$ cat config.mk
export PLATFORM = sky130hd
export DESIGN_NAME = cache_policy_override
export DESIGN_NICKNAME = d
export VERILOG_FILES = /design/src/rtl/cpo_pkg.sv /design/src/rtl/cpo_sel_decode.sv /design/src/rtl/cpo_access_ctrl.sv /design/src/rtl/cpo_policy_lane.sv /design/src/rtl/cache_policy_override.sv
export SDC_FILE = /design/constraint.sdc
export NUM_CORES = 1
export LEC_CHECK = 0
export BUFFER_PORTS_ARGS = -buffer_cell sky130_fd_sc_hd__buf_2
export CAP_MARGIN = 20
export CORE_UTILIZATION = 33
export CTS_CLUSTER_DIAMETER = 80
export DETAILED_ROUTE_END_ITERATION = 7
export PLACE_DENSITY_LB_ADDON = 0.25
export SYNTH_ARGS = -nofsm -noshare
export SYNTH_HDL_FRONTEND = slang
export SYNTH_SLANG_ARGS = --single-unit
$ cat constraint.sdc
create_clock -name clk_i -period 2.8 [get_ports clk_i]
set_input_delay 0.14 -clock clk_i [delete_from_list [all_inputs] [get_ports clk_i]]
set_output_delay 0.14 -clock clk_i [all_outputs]
set_load 0.005 [all_outputs]
$ cat src/rtl/cpo_pkg.sv
package cpo_pkg;
  localparam int FIELD_W = 6;

  // bit positions: non-secure group low, secure group high
  localparam int B_NS_DFILL = 0;
  localparam int B_NS_IFILL = 1;
  localparam int B_NS_FWT   = 2;
  localparam int B_S_DFILL  = 3;
  localparam int B_S_IFILL  = 4;
  localparam int B_S_FWT    = 5;

  localparam logic [FIELD_W-1:0] NS_VIS_MASK = 6'b000111;
  localparam logic [FIELD_W-1:0] S_VIS_MASK  = 6'b111111;

  localparam logic [2:0] SEL_OP1 = 3'd0;
  localparam logic [3:0] SEL_CRN = 4'd9;
  localparam logic [3:0] SEL_CRM = 4'd8;
  localparam logic [2:0] SEL_OP2 = 3'd0;

  typedef struct packed {
    logic sec;
    logic instr;
    logic wb;
    logic wt;
  } lane_attr_t;
endpackage

$ cat src/rtl/cpo_sel_decode.sv
module cpo_sel_decode
  import cpo_pkg::*;
(
  input  logic [2:0] op1_i,
  input  logic [3:0] crn_i,
  input  logic [3:0] crm_i,
  input  logic [2:0] op2_i,
  output logic       hit_o
);
  always_comb begin
    hit_o = (op1_i == SEL_OP1) && (crn_i == SEL_CRN) &&
            (crm_i == SEL_CRM) && (op2_i == SEL_OP2);
  end
endmodule

$ cat src/rtl/cpo_access_ctrl.sv
module cpo_access_ctrl
  import cpo_pkg::*;
#(
  parameter int REG_W = 32
) (
  input  logic               clk_i,
  input  logic               rst_ni,
  input  logic               valid_i,
  input  logic               write_i,
  input  logic               hit_i,
  input  logic               priv_i,
  input  logic               secure_i,
  input  logic [REG_W-1:0]   wdata_i,
  output logic [REG_W-1:0]   rdata_o,
  output logic               undef_o,
  output logic [FIELD_W-1:0] ovr_o
);
  localparam int PAD_W = REG_W - FIELD_W;

  logic               claim;
  logic               wr_ok;
  logic               rd_ok;
  logic [FIELD_W-1:0] vis;
  logic [FIELD_W-1:0] ovr_q;
  logic               unused_wdata;

  assign unused_wdata = ^wdata_i[REG_W-1:FIELD_W];

  always_comb begin
    claim   = valid_i && hit_i;
    wr_ok   = claim && priv_i && write_i;
    rd_ok   = claim && priv_i && !write_i;
    undef_o = claim && !priv_i;
    vis     = secure_i ? S_VIS_MASK : NS_VIS_MASK;
    rdata_o = rd_ok ? {{PAD_W{1'b0}}, ovr_q & vis} : '0;
  end

  for (genvar b = 0; b < FIELD_W; b++) begin : g_bit
    always_ff @(posedge clk_i or negedge rst_ni) begin
      if (!rst_ni)                ovr_q[b] <= 1'b0;
      else if (wr_ok && vis[b])   ovr_q[b] <= wdata_i[b];
    end
  end

  assign ovr_o = ovr_q;
endmodule

$ cat src/rtl/cpo_policy_lane.sv
module cpo_policy_lane
  import cpo_pkg::*;
(
  input  lane_attr_t         attr_i,
  input  logic [FIELD_W-1:0] ovr_i,
  output logic               wt_o,
  output logic               fill_ok_o
);
  logic force_wt;
  logic fill_dis;

  always_comb begin
    force_wt = attr_i.sec ? ovr_i[B_S_FWT] : ovr_i[B_NS_FWT];
    unique case ({attr_i.sec, attr_i.instr})
      2'b00:   fill_dis = ovr_i[B_NS_DFILL];
      2'b01:   fill_dis = ovr_i[B_NS_IFILL];
      2'b10:   fill_dis = ovr_i[B_S_DFILL];
      default: fill_dis = ovr_i[B_S_IFILL];
    endcase
    wt_o      = attr_i.wt || (attr_i.wb && force_wt);
    fill_ok_o = !fill_dis;
  end
endmodule

$ cat src/rtl/cache_policy_override.sv
module cache_policy_override
  import cpo_pkg::*;
#(
  parameter int N_LANE = 2,
  parameter int REG_W  = 32
) (
  input  logic              clk_i,
  input  logic              rst_ni,
  input  logic              acc_valid_i,
  input  logic              acc_write_i,
  input  logic [2:0]        acc_op1_i,
  input  logic [3:0]        acc_crn_i,
  input  logic [3:0]        acc_crm_i,
  input  logic [2:0]        acc_op2_i,
  input  logic              acc_priv_i,
  input  logic              acc_secure_i,
  input  logic [REG_W-1:0]  acc_wdata_i,
  output logic [REG_W-1:0]  acc_rdata_o,
  output logic              acc_undef_o,
  input  logic [N_LANE-1:0] lane_secure_i,
  input  logic [N_LANE-1:0] lane_instr_i,
  input  logic [N_LANE-1:0] lane_wb_i,
  input  logic [N_LANE-1:0] lane_wt_i,
  output logic [N_LANE-1:0] lane_wt_o,
  output logic [N_LANE-1:0] lane_fill_ok_o
);
  logic               sel_hit;
  logic [FIELD_W-1:0] ovr_q;

  cpo_sel_decode u_dec (
    .op1_i (acc_op1_i),
    .crn_i (acc_crn_i),
    .crm_i (acc_crm_i),
    .op2_i (acc_op2_i),
    .hit_o (sel_hit)
  );

  cpo_access_ctrl #(.REG_W(REG_W)) u_ctrl (
    .clk_i    (clk_i),
    .rst_ni   (rst_ni),
    .valid_i  (acc_valid_i),
    .write_i  (acc_write_i),
    .hit_i    (sel_hit),
    .priv_i   (acc_priv_i),
    .secure_i (acc_secure_i),
    .wdata_i  (acc_wdata_i),
    .rdata_o  (acc_rdata_o),
    .undef_o  (acc_undef_o),
    .ovr_o    (ovr_q)
  );

  for (genvar l = 0; l < N_LANE; l++) begin : g_lane
    lane_attr_t attr;
    assign attr = '{sec: lane_secure_i[l], instr: lane_instr_i[l],
                    wb: lane_wb_i[l], wt: lane_wt_i[l]};
    cpo_policy_lane u_lane (
      .attr_i    (attr),
      .ovr_i     (ovr_q),
      .wt_o      (lane_wt_o[l]),
      .fill_ok_o (lane_fill_ok_o[l])
    );
  end
endmodule

### Word-level counts from Yosys, hierarchy flattened

Cells that the tools add are included.

| cells by class | value |
|---|---|
| equality and inequality tests | 6 |
| mux-type cells | 6 |
| bitwise logic cells | 1 |
| reductions and logical operators | 26 |

Operators with widths:

| kind | number |
|---|---|
| $logic_and A1 B1 Y1 | 16 |
| $mux W6 | 2 |
| $eq A4 B4 Y1 const B | 2 |
| $and A6 B6 Y6 | 1 |
| $logic_not A3 Y1 | 2 |
| $pmux W1 S3 | 2 |
| $eq A2 B1 Y1 const B | 2 |
| $eq A2 B2 Y1 const B | 2 |
| $logic_not A1 Y1 | 4 |
| $logic_not A2 Y1 | 2 |
| $logic_or A1 B1 Y1 | 2 |
| $mux W1 | 2 |

| word-level totals | value |
|---|---|
| bits in registers | 6 |
| input bits | 60 |

### Longest topological paths before layout

Gate-level depths: netlist of run 1.

| logic depth | value |
|---|---|
| word-level depth | 8 |
| gate-level depth with buffers | 4 |
| gate-level depth less buffers | 4 |

### Hierarchy

A second synthesis of run 1 with hierarchy kept.

| second synthesis, totals | value |
|---|---|
| cell total of the unflattened synthesis | 67 |
| area, all modules | 641.9 µm² |

Modules (own cells, without submodules):

| module | times used | cells an instance | area an instance (µm²) |
|---|---|---|---|
| cpo_access_ctrl | 1 | 54 | 513.0 |
| cpo_policy_lane | 2 | 4 | 45.0 |
| cpo_sel_decode | 1 | 5 | 38.8 |

### Worst setup path after synthesis of run 1

Ideal clock, no wire load.

| timing path | value |
|---|---|
| kind | in2reg |
| start | input acc_crm_i[2] |
| end | register u_ctrl.ovr_q[0], in the netlist u_ctrl.ovr_o[0] |
| library setup time | 125 ps |
| arrival | 1,100 ps |
| required time | 2,675 ps |
| path slack | 1,575 ps |
| stages | 4 |
| buffers on the path | 0 |
| path through | nor4b_1 > nand4_1 > nor2_2 > mux2_2 |

| between the ends | value |
|---|---|
| word-level cells in the longest chain between the ends | 7 |

Ends and longest elaborated chain:

| item | line | text |
|---|---|---|
| from (decl) | cache_policy_override.sv:13 | `input logic [3:0] acc_crm_i,` |
| $eq A4 B4 Y1 | cpo_sel_decode.sv:12 | `(crm_i == SEL_CRM) && (op2_i == SEL_OP2);` |
| $logic_and A1 B1 Y1 | cpo_sel_decode.sv:11 | `hit_o = (op1_i == SEL_OP1) && (crn_i == SEL_CRN) &&` |
| $logic_and A1 B1 Y1 | cpo_sel_decode.sv:12 |  |
| $logic_and A1 B1 Y1 | cpo_access_ctrl.sv:30 | `claim = valid_i && hit_i;` |
| $logic_and A1 B1 Y1 (2 in series) | cpo_access_ctrl.sv:31 | `wr_ok = claim && priv_i && write_i;` |
| $logic_and A1 B1 Y1 | cpo_access_ctrl.sv:41 | `else if (wr_ok && vis[b]) ovr_q[b] <= wdata_i[b];` |
| to (signal, indexed assignment) | cpo_access_ctrl.sv:41 |  |
| to (decl) | cpo_access_ctrl.sv:24 | `logic [FIELD_W-1:0] ovr_q;` |

No other way between the ends.
A chain may end at the register's enable or synchronous reset.

### Worst setup path in the final report of run 1

| timing path | value |
|---|---|
| start | input acc_op2_i[0] |
| end | output acc_rdata_o[4] |

| between the ends | value |
|---|---|
| word-level cells in the longest chain between the ends | 6 |

Ends and longest elaborated chain:

| item | line | text |
|---|---|---|
| from (decl) | cache_policy_override.sv:14 | `input logic [2:0] acc_op2_i,` |
| $logic_not A3 Y1 | cpo_sel_decode.sv:12 |  |
| $logic_and A1 B1 Y1 | cpo_sel_decode.sv:12 |  |
| $logic_and A1 B1 Y1 | cpo_access_ctrl.sv:30 |  |
| $logic_and A1 B1 Y1 (2 in series) | cpo_access_ctrl.sv:32 | `rd_ok = claim && priv_i && !write_i;` |
| $mux W6 | cpo_access_ctrl.sv:35 | `rdata_o = rd_ok ? {{PAD_W{1'b0}}, ovr_q & vis} : '0;` |
| to (decl) | cache_policy_override.sv:18 | `output logic [REG_W-1:0] acc_rdata_o,` |

No other way between the ends.

==> impl_metrics.csv, run 1 <==
group,metric,value,unit
detailed_routing,vias_per_cell,4.229,
cells_and_area,diodes,0,
detailed_routing,drc,0,
logic_synthesis,syn-cell-area,698.2,µm²
logic_synthesis,ys_ff_latch,6,
clocking,numCtsBuffers,3,
floorplanning,chipWidth,48.00,µm
floorplanning,rows,16,
clocking,insertion_delay,240,ps
sta,min_period_over_period,0.5551,
sta,maxSlewViolCount,0,
setup_path,start_kind,"input pin",
place,pre_cts_ws,1273,ps
global_routing,grt_pass1_vias,474,
place,io_buffer_count,44,
cells_and_area,layout_commonest_cell,"buf_2",
setup_path,cp_max_fo,6,
cells_and_area,fillers,212,
power,leakage,0.0004879,µW
sta,setup_ws,1246,ps
cells_and_area,largest_reg_flops,6,
sta,rsz0062_at_grt,"false",
sta,fmaxAchievable,0.6434,GHz
detailed_routing,vias,609,
clocking,cts_buffer_depth,2,
cells_and_area,nets,179,
place,gp_congestion,0.7359,
detailed_routing,ant_nets,0,
cells_and_area,final_cell_mix,"44 x buf_2, 26 x conb_1, 8 x mux2_2",
place,place_inst,140,
logic_synthesis,avgSynthCellArea,9.435,µm²
sta,timing.setup.tns,0,ps
run,maxCapViolations,0,
global_routing,grt_pass1_wl,2063,µm
sta,period_needed,1554,ps
setup_path,worstPathArrival,1410,ps
logic_synthesis,synth_seq_area_share,0.2151,
global_routing,antenna_found_initial,0,
power,ir_drop,0.3439,mV
sta,hold_violations,0,
clocking,cts.htree.levels,1,
global_routing,grt_max_degree,7,
clocking,ctsRootBufferMaster,"clkbuf_4",
power,p_total,211.7,µW
sta,whs,135.9,ps
clocking,post-cts-setup-buffers,0,
sta,finalClockSkew,0,ps
cells_and_area,drive_gt1_frac,0.5043,
clocking,clock-sinks,6,
logic_synthesis,syn_inst,74,
detailed_routing,first_pass_iters,4,
power,powerDensity,248.1,mW/mm²
detailed_routing,wl_per_cell,9.417,µm
logic_synthesis,yosys_warnings,0,
setup_path,path_class,"in -> out",
floorplanning,start_util,0.3523,
logic_synthesis,ys_types,19,
setup_path,worstPathRequired,2660,ps
floorplanning,dieArea,0.002304,mm²
place,post-dp-hpwl,1281,µm
detailed_routing,wirelength,1356,µm
floorplanning,die_h,48.00,µm
clocking,cts_resized,0,
detailed_routing,first_iter_violations,10,
global_routing,grt_overflow,0,
sta,finalSetupViolCount,0,
clocking,cts_tree,"yes",
cells_and_area,area_delta_synth_final,22.22,%
floorplanning,core-area,0.001982,mm²
setup_path,worstRegToRegCells,1,
setup_path,endpoint_kind,"primary output",
global_routing,grtUsageTotal,0.1279,
hold_path,worstHoldPathType,"in -> reg",
clocking,path_clk_slew,40,ps
run_status,status,"completed",
floorplanning,pin_count,97,
cells_and_area,stdcell_count,144,
hold_path,holdPathStages,2,
[final timing paths]
check	to	startpoint	slack, ps
max	acc_rdata_o[4]	acc_op2_i[0]	1250
min	u_ctrl.ovr_o[5]	acc_wdata_i[5]	140
max reg2reg	u_ctrl.ovr_o[5]	u_ctrl.ovr_o[5]	2010
min reg2reg	u_ctrl.ovr_o[0]	u_ctrl.ovr_o[0]	550
max in group asynchronous	u_ctrl.ovr_o[1]	rst_ni	2410
min in group asynchronous	u_ctrl.ovr_o[2]	rst_ni	250
[cells in the mapped netlist (all sizes together)]
| cell | instances | area (µm²) |
|---|---|---|
| nand4 | 2 | 12.51 |
| conb | 1 | 3.750 |
| nor4b | 5 | 43.79 |
| nand3 | 1 | 5.000 |
| nor2 | 3 | 16.26 |
| nor4bb | 2 | 20.02 |
| and2 | 3 | 18.77 |
| nor4 | 1 | 6.260 |
| buf | 30 | 225.2 |
| and3 | 3 | 18.77 |
| a21o | 2 | 15.01 |
| nand2 | 1 | 3.750 |
| dfrtp | 6 | 150.1 |
| mux4 | 2 | 45.04 |
| and4 | 1 | 8.760 |
| inv | 2 | 7.510 |
| nor3b | 1 | 7.510 |
| mux2 | 8 | 90.09 |
[through the flow]
step                instance area, µm²    util
finish                           853.3  0.4306
global route                     853.3  0.4306
CTS                              853.3  0.4306
detailed placement               820.8  0.4141
global placement                 820.8  0.4141
floorplan                        792.0       -
[where the power goes]
group	internal, µW	switching [µW]
Sequential	87.1	0.0208
Combinational	24.3	24.0
Clock	48.3	28.0
Total	160	52.0
[cell families after synthesis]
group	after synthesis	synth area share
AO/OA/AOI/OAI	2	0.02150
buffers and inverters	32	0.3333
flip-flops	6	0.2150
multiplexers	10	0.1935
other	1	0.005371
AND/OR/NAND/NOR	23	0.2312
[cell type report]
type                       instances  area, µm²  area share
tap                               27      33.78     0.03959
timing repair buffer              45      230.2      0.2698
clock buffer                       3      22.52     0.02639
inverter                           2      7.507    0.008798
sequential                         6      150.1      0.1760
multi-input combinational         61      409.1      0.4795
[routing by layer]
layer	part of all wire	vias up	wire length, µm	global-route usage
met5	0	-	0	0
met4	0	0	0	0
met3	0.052	0	71	0.04906
met2	0.54	28	739	0.2054
met1	0.40	284	545	0.1747
li1	-	297	-	-
[timing repair]
action                                  CTS  global route
endpoints found under the setup margin    0             0
endpoints found under the hold margin     6             0
hold buffers                              1             0
[worst max-delay path, cell delays in order]
cell and delay (ps):
buf_2 110, nor4b_1 460, nand4_1 160, nor2_1 250, and3_1 190, buf_2 120
Note: power is estimated with default switching activity, not from simulation.
==> inputs of run 2 (changes only) <==
--- a/config.mk
+++ b/config.mk
@@ -7,7 +7,7 @@
 export LEC_CHECK = 0
 export BUFFER_PORTS_ARGS = -buffer_cell sky130_fd_sc_hd__buf_2
 export CAP_MARGIN = 20
-export CORE_UTILIZATION = 33
+export CORE_UTILIZATION = 27
 export CTS_CLUSTER_DIAMETER = 80
 export DETAILED_ROUTE_END_ITERATION = 7
 export PLACE_DENSITY_LB_ADDON = 0.25
==> constraint.sdc (replaced) <==
create_clock -name clk_i -period 1.3 [get_ports clk_i]
set_input_delay 0.065 -clock clk_i [delete_from_list [all_inputs] [get_ports clk_i]]
set_output_delay 0.065 -clock clk_i [all_outputs]
set_load 0.005 [all_outputs]
==> run 2 against run 1 <==
Against the previous run: the flow now finishes with violations (negative setup slack); global-route usage shrank 1.8 points; sequential cell count is the same; non-clock buffer count grew 4; combinational power grew to 2.5 times the previous value; cell area grew 12%; core utilization shrank 4.0 points; worst hold slack lost 78 ps; register-to-register slack lost 1600 ps; setup slack lost 1300 ps; critical path depth shrank 3; total power grew 130%; critical endpoint is now lane_fill_ok_o[0].
==> impl_metrics.csv, run 2 (same netlist as run 1, synthesis figures left out) <==
group,metric,value,unit
run_status,status,"finished, violations left",
run_status,failed_checks,"negative setup slack",
cells_and_area,final_cell_mix,"42 x buf_2, 26 x conb_1, 6 x mux2_2, 6 x dfrtp_1",
detailed_routing,drc,0,
setup_path,worstPathRequired,1240,ps
clocking,clock-sinks,6,
global_routing,grt_max_degree,7,
cells_and_area,diodes,0,
detailed_routing,vias,624,
hold_path,hp-start,"acc_wdata_i[3]",
setup_path,reg2reg_to,"u_ctrl.ovr_o[2]",
power,ir_drop,0.5025,mV
clocking,cts.htree.levels,1,
sta,maxSlewViolCount,0,
hold_path,worstHoldPathType,"in -> reg",
setup_path,rrSetupSlack,400,ps
cells_and_area,layout_commonest_cell,"buf_2",
place,post-dp-hpwl,1257,µm
setup_path,worstPathArrival,1270,ps
detailed_routing,first_iter_violations,2,
setup_path,start_kind,"flop",
sta,finalSetupViolCount,2,
place,io_buffer_count,44,
hold_path,hold_path_end,"u_ctrl.ovr_o[3]",
floorplanning,start_util,0.2844,
cells_and_area,drive_gt1_frac,0.5702,
floorplanning,core-area,0.002455,mm²
setup_path,endpoint_kind,"primary output",
setup_path,cp_max_fo,4,
power,powerDensity,497.9,mW/mm²
cells_and_area,largest_reg_flops,6,
sta,rsz0062_at_grt,"true",
floorplanning,dieArea,0.002793,mm²
detailed_routing,wl_per_cell,9.517,µm
floorplanning,rows,18,
floorplanning,pin_count,97,
sta,fmaxAchievable,0.7472,GHz
setup_path,path_class,"reg -> out",
cells_and_area,area_delta_synth_final,37.28,%
sta,period_needed,1338,ps
floorplanning,chipWidth,52.85,µm
place,pre_cts_ws,-85.72,ps
global_routing,antenna_found_initial,0,
sta,min_period_over_period,1.029,
global_routing,grt_pass1_vias,563,
global_routing,grt_pass1_wl,2283,µm
clocking,path_clk_slew,40,ps
detailed_routing,vias_per_cell,4.132,
detailed_routing,wirelength,1437,µm
cells_and_area,nets,183,
clocking,cts_tree,"yes",
run,maxCapViolations,0,
power,leakage,0.0005400,µW
setup_path,worstRegToRegCells,2,
global_routing,grt_overflow,0,
sta,finalClockSkew,0,ps
global_routing,grtUsageTotal,0.1104,
clocking,insertion_delay,240,ps
power,p_total,477.2,µW
sta,hold_violations,0,
clocking,cts_buffer_depth,2,
floorplanning,die_h,52.85,µm
setup_path,rr_startpoint,"u_ctrl.ovr_o[2]",
clocking,numCtsBuffers,3,
hold_path,holdPathStages,2,
place,gp_congestion,0.6597,
sta,setup_ws,-38.33,ps
detailed_routing,first_pass_iters,4,
clocking,ctsRootBufferMaster,"clkbuf_4",
detailed_routing,ant_nets,0,
run 2: layout make-up:
cell class	count	area [µm²]
Timing Repair Buffer	49	272.8
Multi-Input combinational cell	61	467.9
Clock buffer	3	22.52
Sequential cell	6	150.1
Tap cell	30	37.54
Inverter	2	7.507
Fill cell	252	1496
run 2: how the worst max path moves through the flow:
stage | from | end | slack, ps
after floorplan | acc_crm_i[2] | u_ctrl.ovr_o[0] | 150
after global placement | acc_op2_i[0] | u_ctrl.ovr_o[5] | -120
after detailed placement | acc_crn_i[2] | u_ctrl.ovr_o[5] | -90
after CTS | u_ctrl.ovr_o[3] | lane_fill_ok_o[0] | -50
after global routing | u_ctrl.ovr_o[3] | lane_fill_ok_o[0] | -80
final | u_ctrl.ovr_o[3] | lane_fill_ok_o[0] | -40
run 2: report_power, final:
part / internal, µW / switching [µW]
clock: 104 / 62.2
combinational: 61.3 / 62.1
sequential: 187 / 0.0438
total: 353 / 124
run 2: repair_timing:
item                                    4_1_cts  5_1_grt
setup buffers                                 1        1
hold buffers                                  1        0
hold endpoints to repair                      6        0
gates resized for setup                       0       13
pin swaps                                     0        2
endpoints found under the setup margin        2       10
run 2: layer usage:
metal  part of all wire  global-route usage  vias to the layer above  wire length [µm]
met5                  0                   0                        -                 0
met4             0.0035             0.05263                        0                 5
met3              0.065             0.02011                        2                93
met2               0.53              0.1962                       30               768
met1               0.40              0.1252                      288               570
li1                   -                   -                      304                 -
run 2: metrics by stage:
step	utilization	TNS, ps	area (µm²)	cells	hold WS, ps
after floorplan	-	0	792.0	99	-230.6
after global placement	0.3420	-658.4	839.6	145	-106.0
after detailed placement	0.3420	-458.7	839.6	145	-101.1
after CTS	0.3583	-99.78	879.6	150	53.00
after global routing	0.3904	-252.1	958.4	151	54.74
final	0.3904	-73.98	958.4	151	58.27
run 2: worst max-delay path, stage by stage (launching register included):
cell and delay (ps):
dfrtp_1 400, mux4_2 480, inv_2 70, buf_6 80
==> inputs of run 3 (changes only) <==
--- a/config.mk
+++ b/config.mk
@@ -11,6 +11,7 @@
 export CTS_CLUSTER_DIAMETER = 80
 export DETAILED_ROUTE_END_ITERATION = 7
 export PLACE_DENSITY_LB_ADDON = 0.25
+export RECOVER_POWER = 50
 export SYNTH_ARGS = -nofsm -noshare
 export SYNTH_HDL_FRONTEND = slang
 export SYNTH_SLANG_ARGS = --single-unit
==> run 3 against run 2 <==
Against the previous run: the flow still finishes with violations (negative setup slack); clock skew did not move; routed wire length unchanged; sequential cell count is the same; core utilization is 0.15 points lower; clock power about the same; sequential power about the same; largest cell class unchanged.
==> impl_metrics.csv, run 3 (same netlist as run 1, synthesis figures left out) <==
group,metric,value,unit
run_status,failed_checks,"negative setup slack",
sta,maxSlewViolCount,0,
clocking,cts.htree.levels,1,
sta,setup_ws,-38.56,ps
sta,hold_violations,0,
clocking,ctsRootBufferMaster,"clkbuf_4",
floorplanning,dieArea,0.002793,mm²
place,post-dp-hpwl,1257,µm
floorplanning,chipWidth,52.85,µm
global_routing,grt_pass1_vias,563,
cells_and_area,fin_util,0.3889,
floorplanning,start_util,0.2844,
setup_path,worstPathArrival,1270,ps
global_routing,globalRouteMet2Util,0.1962,
global_routing,top_usage_layer,"met2",
global_routing,gr-usage-met1,0.1252,
global_routing,grt_max_degree,7,
power,p_total,477.0,µW
global_routing,grt_overflow,0,
setup_path,start_kind,"flop",
sta,min_period_over_period,1.030,
sta,timing.setup.tns,-74.45,ps
cells_and_area,drive_gt1_frac,0.5620,
floorplanning,core-area,0.002455,mm²
detailed_routing,first_iter_violations,2,
detailed_routing,ant_nets,0,
cells_and_area,seq_area,150.1,µm²
clocking,path_clk_slew,40,ps
detailed_routing,first_pass_iters,4,
global_routing,grtUsageTotal,0.1104,
cells_and_area,layout_commonest_cell,"buf_2",
cells_and_area,diodes,0,
sta,fmaxAchievable,0.7471,GHz
sta,finalClockSkew,0,ps
setup_path,endpoint_kind,"primary output",
global_routing,grt_pass1_wl,2283,µm
setup_path,cp_max_fo,4,
detailed_routing,wl_per_cell,9.517,µm
setup_path,critPathBufInv,2,
detailed_routing,wirelength,1437,µm
place,io_buffer_count,44,
place,pre_cts_ws,-85.72,ps
clocking,cts_buffer_depth,2,
global_routing,antenna_found_initial,0,
global_routing,grt_util_met3,0.02011,
run_status,status,"finished, violations left",
floorplanning,pin_count,97,
cells_and_area,nets,183,
setup_path,path_cells,"mux4_2 -> inv_2 -> buf_6",
sta,rsz0062_at_grt,"true",
clocking,cts_tree,"yes",
cells_and_area,final_cell_mix,"42 x buf_2, 26 x conb_1, 6 x mux2_2, 6 x dfrtp_1, 4 x nor4b_1",
cells_and_area,stdcell_count,151,
sta,finalSetupViolCount,2,
cells_and_area,largest_reg_flops,6,
detailed_routing,vias_per_cell,4.139,
run,maxCapViolations,0,
hold_path,worstHoldPathType,"in -> reg",
detailed_routing,vias,625,
clocking,clock-sinks,6,
cells_and_area,fillers,254,
setup_path,worst_path_max_delay_cell,"mux4_2",
place,gp_congestion,0.6597,
power,powerDensity,499.7,mW/mm²
setup_path,slowest_delay,480,ps
clocking,insertion_delay,240,ps
cells_and_area,area_delta_synth_final,36.74,%
setup_path,worstPathRequired,1240,ps
floorplanning,die_h,52.85,µm
power,leakage,0.0005374,µW
setup_path,critPathTopFamily,"multiplexers",
cells_and_area,multi_input_area,467.9,µm²
floorplanning,rows,18,
setup_path,path_class,"reg -> out",
detailed_routing,drc,0,
place,place_inst,145,
power,ir_drop,0.5027,mV
sta,period_needed,1339,ps
clocking,numCtsBuffers,3,
-- run 3: stage by stage --
stage | hold slack, ps | area, µm²
2_1_floorplan | -230.6 | 792.0
3_3_place_gp | -106.0 | 839.6
3_5_place_dp | -101.1 | 839.6
4_1_cts | 53.00 | 879.6
5_1_grt | 54.74 | 954.7
6_report | 58.01 | 954.7
-- run 3: final cells by class --
| type | count | area share |
|---|---|---|
| timing repair buffer | 49 | 0.2818 |
| clock buffer | 3 | 0.02359 |
| multi-input combinational | 61 | 0.4902 |
| tap | 30 | 0.03932 |
| sequential | 6 | 0.1573 |
| inverter | 2 | 0.007864 |
-- run 3: path summary, 6_finish.rpt --
check | startpoint | end | slack (ps) | cells after the start
worst max-delay path | u_ctrl.ovr_o[3] | lane_fill_ok_o[0] | -40 | 3
worst min-delay path | acc_wdata_i[3] | u_ctrl.ovr_o[3] | 60 | 2
worst max register to register | u_ctrl.ovr_o[2] | u_ctrl.ovr_o[2] | 400 | 2
worst min register to register | u_ctrl.ovr_o[1] | u_ctrl.ovr_o[1] | 550 | 1
max in group asynchronous | rst_ni | u_ctrl.ovr_o[1] | 820 | 2
min in group asynchronous | rst_ni | u_ctrl.ovr_o[2] | 230 | 2
-- run 3: where the power goes --
group          switching [µW]  leakage (µW)  internal (µW)
clock network            62.4     0.0000138            104
registers              0.0438     0.0000839            187
logic                    62.1      0.000440           60.8
-- run 3: routing by layer --
metal,wire length [µm],vias up
met5,0,-
met4,5,0
met3,92,2
met2,768,30
met1,570,290
li1,-,303
-- run 3: timing repair --
item                                   4_1_cts  5_1_grt
endpoints found under the hold margin        6        0
setup endpoints to repair                    2       10
gates cloned                                 0        0
hold buffers                                 1        0
pin swaps                                    0        2
gates resized for setup                      0       13
buffers inserted                             1        1
-- run 3: worst register-to-register path, delay by kind of cell, from the launching register on --
| kind | cells | cell delay (ps) |
|---|---|---|
| buffers and inverters | 1 | 140 |
| flip-flops | 1 | 400 |
| multiplexers | 1 | 240 |
